### config.mk
export PLATFORM = sky130hd
export DESIGN_NAME = clkctl_smb_slave
export DESIGN_NICKNAME = d
export VERILOG_FILES = /design/src/rtl/clkctl_pkg.sv /design/src/rtl/clkctl_bus_sampler.sv /design/src/rtl/clkctl_frame_engine.sv /design/src/rtl/clkctl_reg_bank.sv /design/src/rtl/clkctl_smb_slave.sv
export SDC_FILE = /design/constraint.sdc
export NUM_CORES = 1
export LEC_CHECK = 0
export BUFFER_PORTS_ARGS = -buffer_cell sky130_fd_sc_hd__buf_2
export CORE_MARGIN = 2
export CORE_UTILIZATION = 40
export DETAILED_ROUTE_END_ITERATION = 10
export GPL_TIMING_DRIVEN = 0
export PLACE_DENSITY = 0.65
export SETUP_SLACK_MARGIN = 0.05
export SLEW_MARGIN = 0
export SYNTH_ARGS = -nofsm -noshare
export SYNTH_HDL_FRONTEND = slang
export SYNTH_SLANG_ARGS = --single-unit
### constraint.sdc
create_clock -name clk -period 1.9 [get_ports clk]
set_clock_uncertainty 0.1 [all_clocks]
set_input_delay 0.19 -clock clk [delete_from_list [all_inputs] [get_ports clk]]
set_output_delay 0.19 -clock clk [all_outputs]
set_load 0.05 [all_outputs]
### src/rtl/clkctl_pkg.sv
package clkctl_pkg;

    localparam int          BYTE_W    = 8;
    localparam int          ADDR_W    = 7;
    localparam logic [6:0]  DEV_ADDR  = 7'b1101001;
    localparam int          FIRST_REG = 4;
    localparam int          NUM_REGS  = 3;
    localparam int          POS_MAX   = FIRST_REG + NUM_REGS;
    localparam int          POS_W     = $clog2(POS_MAX + 1);

    typedef enum logic [2:0] {
        PH_IDLE,
        PH_ADDR,
        PH_DATA,
        PH_ACKW,
        PH_ACK,
        PH_SKIP
    } phase_e;

    typedef struct packed {
        logic scl;
        logic sda;
        logic scl_rise;
        logic scl_fall;
        logic start;
        logic stop;
    } bus_ev_t;

    typedef struct packed {
        logic              stb;
        logic [POS_W-1:0]  pos;
        logic [BYTE_W-1:0] data;
    } wr_req_t;

    function automatic logic addr_hit(logic [BYTE_W-1:0] b);
        return (b[BYTE_W-1:1] == DEV_ADDR) && !b[0];
    endfunction

    function automatic logic [BYTE_W-1:0] reg_default(int idx);
        case (idx)
            0:       return 8'hFF;
            1:       return 8'hFF;
            default: return 8'h7D;
        endcase
    endfunction

endpackage

### src/rtl/clkctl_bus_sampler.sv
module clkctl_bus_sampler
    import clkctl_pkg::*;
#(
    parameter int SYNC_STAGES = 2
) (
    input  logic    clk,
    input  logic    rst,
    input  logic    scl_in,
    input  logic    sda_in,
    output bus_ev_t ev
);

    logic [SYNC_STAGES-1:0] scl_q;
    logic [SYNC_STAGES-1:0] sda_q;
    logic                   scl_prev;
    logic                   sda_prev;

    always_ff @(posedge clk) begin
        if (rst) begin
            scl_q    <= '1;
            sda_q    <= '1;
            scl_prev <= 1'b1;
            sda_prev <= 1'b1;
        end else begin
            scl_q    <= {scl_q[SYNC_STAGES-2:0], scl_in};
            sda_q    <= {sda_q[SYNC_STAGES-2:0], sda_in};
            scl_prev <= scl_q[SYNC_STAGES-1];
            sda_prev <= sda_q[SYNC_STAGES-1];
        end
    end

    always_comb begin
        ev.scl      = scl_q[SYNC_STAGES-1];
        ev.sda      = sda_q[SYNC_STAGES-1];
        ev.scl_rise = ev.scl & ~scl_prev;
        ev.scl_fall = ~ev.scl & scl_prev;
        ev.start    = ev.scl & scl_prev & sda_prev & ~ev.sda;
        ev.stop     = ev.scl & scl_prev & ~sda_prev & ev.sda;
    end

endmodule

### src/rtl/clkctl_frame_engine.sv
module clkctl_frame_engine
    import clkctl_pkg::*;
(
    input  logic    clk,
    input  logic    rst,
    input  bus_ev_t ev,
    output wr_req_t wr,
    output logic    sda_pull
);

    phase_e            phase;
    logic [BYTE_W-1:0] shreg;
    logic [2:0]        bitcnt;
    logic [POS_W-1:0]  pos;
    logic [BYTE_W-1:0] next_byte;

    assign next_byte = {shreg[BYTE_W-2:0], ev.sda};

    always_ff @(posedge clk) begin
        if (rst) begin
            phase  <= PH_IDLE;
            shreg  <= '0;
            bitcnt <= '0;
            pos    <= '0;
            wr     <= '0;
        end else begin
            wr.stb <= 1'b0;
            if (ev.start) begin
                phase  <= PH_ADDR;
                bitcnt <= '0;
                pos    <= '0;
            end else if (ev.stop) begin
                phase  <= PH_IDLE;
                bitcnt <= '0;
                pos    <= '0;
            end else begin
                case (phase)
                    PH_ADDR, PH_DATA: begin
                        if (ev.scl_rise) begin
                            shreg  <= next_byte;
                            bitcnt <= bitcnt + 3'd1;
                            if (bitcnt == 3'd7) begin
                                if (phase == PH_ADDR) begin
                                    phase <= addr_hit(next_byte) ? PH_ACKW : PH_SKIP;
                                end else begin
                                    phase   <= PH_ACKW;
                                    wr.stb  <= 1'b1;
                                    wr.pos  <= pos;
                                    wr.data <= next_byte;
                                    if (pos != POS_W'(POS_MAX))
                                        pos <= pos + 1'b1;
                                end
                            end
                        end
                    end
                    PH_ACKW: if (ev.scl_fall) phase <= PH_ACK;
                    PH_ACK: begin
                        if (ev.scl_fall) begin
                            phase  <= PH_DATA;
                            bitcnt <= '0;
                        end
                    end
                    default: ;
                endcase
            end
        end
    end

    assign sda_pull = (phase == PH_ACK);

endmodule

### src/rtl/clkctl_reg_bank.sv
module clkctl_reg_bank
    import clkctl_pkg::*;
#(
    parameter int N_REGS = NUM_REGS,
    parameter int BASE   = FIRST_REG
) (
    input  logic                          clk,
    input  logic                          rst,
    input  wr_req_t                       wr,
    output logic [N_REGS-1:0][BYTE_W-1:0] regs
);

    for (genvar g = 0; g < N_REGS; g++) begin : g_reg
        localparam logic [POS_W-1:0] SLOT = POS_W'(BASE + g);
        always_ff @(posedge clk) begin
            if (rst)
                regs[g] <= reg_default(g);
            else if (wr.stb && wr.pos == SLOT)
                regs[g] <= wr.data;
        end
    end

endmodule

### src/rtl/clkctl_smb_slave.sv
module clkctl_smb_slave
    import clkctl_pkg::*;
(
    input  logic        clk,
    input  logic        rst,
    input  logic        scl_in,
    input  logic        sda_in,
    output logic        sda_pull,
    output logic [7:0]  en_clk_a,
    output logic [7:0]  en_clk_b,
    output logic [7:0]  gen_mode
);

    bus_ev_t                        ev;
    wr_req_t                        wr;
    logic [NUM_REGS-1:0][BYTE_W-1:0] clk_regs;

    clkctl_bus_sampler #(.SYNC_STAGES(2)) u_sampler (
        .clk    (clk),
        .rst    (rst),
        .scl_in (scl_in),
        .sda_in (sda_in),
        .ev     (ev)
    );

    clkctl_frame_engine u_engine (
        .clk      (clk),
        .rst      (rst),
        .ev       (ev),
        .wr       (wr),
        .sda_pull (sda_pull)
    );

    clkctl_reg_bank #(.N_REGS(NUM_REGS), .BASE(FIRST_REG)) u_regs (
        .clk  (clk),
        .rst  (rst),
        .wr   (wr),
        .regs (clk_regs)
    );

    assign en_clk_a = clk_regs[0];
    assign en_clk_b = clk_regs[1];
    assign gen_mode = clk_regs[2];

endmodule

==> run metrics <==
Syn Area/Cell=~10 um^2; DRT Pass-1 Iters=4; Non-Filler Instances=~350; CP Capture Type=flop; commonest non-fill, non-tap cell in the layout=dfxtp_1; Syn Std Cell Area=between 2000 and 2500 um^2; Syn Inst Count=226; Required @ worst endpoint=approximately 2.0 ns; share of cells above drive strength 1=between 20 and 25%; pin count of the biggest net entering global routing=11; Critical Path Fanout Max=2; Hold Vio Cnt, Final=0; period utilisation layout=between 90% and 100%; Initial Utilization=about two fifths; dpl hpwl=slightly below 3000 um; Synth top area share=a little over 50%; slew margin rel.=67.4%; Residual DRC=0; Filler Cell Count=558; sequential-to-total area share from yosys stat=between 50% and 60%; fraction of registers with async set or reset after synthesis=0%; Via density=4.83; PwrDens=809 nW/um^2; placed cell area=about 2500 um^2; Iter 0 DRT Violations=69; Final Max Slew Viols=0; Layout Nets=around 280; ANT cells=0; CTS clock-pin slew for the worst setup and hold paths=roughly 0.060 ns; Final ANT Viol Nets=0; Row Count=27; max cap viols=0; final hold slack=roughly 0.10 ns; setup_tns=0 ns; Placed Cells=around 330; CTS buffer count=9; Layout Cell Area excl Fill=2720 um^2; root buf cell=clkbuf_8; Net Count, Synth=between 200 and 250; Max clock buf depth=2; Die Width=about 79 um; Post-synth EDFFs=0; area grow syn2layout=19.3%; Worst Path Arrival=1.91 ns; number of synthesized register bits=between 50 and 60; prevailing post-synth register cell=dfxtp_1; Port Buffers=28; Yosys warning count=0; post-synth top area cell=dfxtp_1; Hold Crit Class=in2reg; Startpoint Class=flop; drt total wl=roughly 4600 um; GRT Total Usage=between 15 and 20%; DR vias=1670; Static Leak=~0.0012 uW; Worst-Skew Late Latency=between 0.3 and 0.4 ns; H-tree depth=3; CTS Sinks=58; DR WL/cell=13.3 um; Highest Clock Rate=556 MHz; die height=roughly 80 um; Setup-failing EPs final=0; most frequent cells in the layout=dfxtp_1 (58), nand2_1 (36), buf_2 (30); run status=complete, no violations; vias in the first global route=between 1500 and 2000; core area=about 5500 um^2; Max IR drop VDD=~360 uV; GRT Residual Overflow=0; RSZ-0062 raised after global routing=true; Tmin final=around 1.8 ns; Worst-Margin Slew=between 0.4 and 0.5 ns; CTS tree=built; crit path kind=reg2reg; GP Congestion=just over 0.8; Die ar.=between 6000 and 7000 um^2; global-route wire length before repair=between 7000 and 8000 um; io pins=29; initial antenna violation count=0; largest cells by area after synthesis=dfxtp_1 (51%), mux2i_1 (9.7%), nand2_1 (5.9%); Netlist cell types=32
## kinds of logic (layout without fill, tap and decap cells)
group	after synthesis	in the layout	share of synthesized area, %
and+or+nand+nor	109	109	27.0
muxes	22	22	9.67
DFF	58	58	51.0
xor gates and xnor gates	4	4	1.54
adders and majority gates	4	4	2.20
AOI/OAI and AO/OA	18	18	5.88
buffers and inverters	11	59	2.69
## path summary, 6_finish.rpt
path	from	endpoint	slack [ns]	depth (start not counted)
max	u_engine.bitcnt[0]$_SDFFE_PP0P_	u_engine.phase[1]$_SDFFE_PP0P_	0.10	6
min	rst	u_engine.phase[0]$_SDFFE_PP0P_	0.10	4
max reg2reg	u_engine.bitcnt[0]$_SDFFE_PP0P_	u_engine.phase[1]$_SDFFE_PP0P_	0.10	6
min reg2reg	u_sampler.scl_q[0]$_SDFF_PP1_	u_sampler.scl_q[1]$_SDFF_PP1_	0.31	1
## power breakdown
| group | internal [uW] | switching [uW] |
|---|---|---|
| Clock | 456 | 457 |
| Combinational | 25.9 | 31.5 |
| Sequential | 1220 | 4.84 |
| Total | 1710 | 493 |
## critical path: stages, from the launching register on
cell and delay, ns:
dfxtp_1 0.34, ha_1 0.15, ha_1 0.15, and4bb_2 0.22
a21oi_1 0.04, or4b_4 0.52, nor3b_2 0.16
## cells in the mapped netlist (2+ instances only)
cell and number:
buf_4 3, dfxtp_1 58, nor2_1 24, xor2_1 2
nand3b_1 16, xnor2_1 2, nor3b_2 3, ha_1 4
nor2b_1 10, a21oi_1 4, nand2_1 36, a31oi_1 2
mux2i_1 22, clkbuf_1 5, or4b_1 3, or2_2 6
nand4b_1 2, and4bb_2 3, a211o_1 8
## state kept, by name, summed over array words and instances, names as in the netlist
signal and count:
u_regs.regs 24, u_engine.wr 12, u_engine.shreg 7, u_engine.bitcnt 3
u_engine.phase 3, u_engine.pos 3, u_sampler.scl_q 2, u_sampler.sda_q 2
u_sampler.scl_prev 1, u_sampler.sda_prev 1
## per-stage QoR
step / util [%] / setup slack, ns / total power, uW
6_report: 49.4 / 0.100 / 2200
4_1_cts: 48.9 / 0.0845 / 2220
2_1_floorplan: - / 0.129 / 1290
5_1_grt: 49.4 / 0.00142 / 2280
3_3_place_gp: 45.6 / 0.00812 / 1310
3_5_place_dp: 45.6 / -0.00284 / 1310
## timing repair
item                       CTS  global route
hold buffers                 2             0
cloned                       0             1
setup endpoints to repair    8             5
pin swaps                    1             0
buffers inserted             1             1
resized for setup            1             2
hold endpoints to repair     2             0
## cell type report
type                    instances  area, um^2  share of cell area (%)
plain buffers                  10        61.3                    2.26
clock buffers                  11         131                    4.83
clock inverters                 4        20.0                   0.737
inverters                       1        3.75                   0.138
multi-input cells             157        1070                    39.4
flip-flops and latches         58        1160                    42.7
well taps                      72        90.1                    3.31
repair buffers                 33         180                    6.63
## metal layers
metal / GRT usage [%] / part of all wire [%]
met1: 19.5 / 47
met2: 26.4 / 47
met3: 3.39 / 3.1
met4: 9.83 / 2.5
met5: 0 / 0
(Power assumes the default switching activity.)
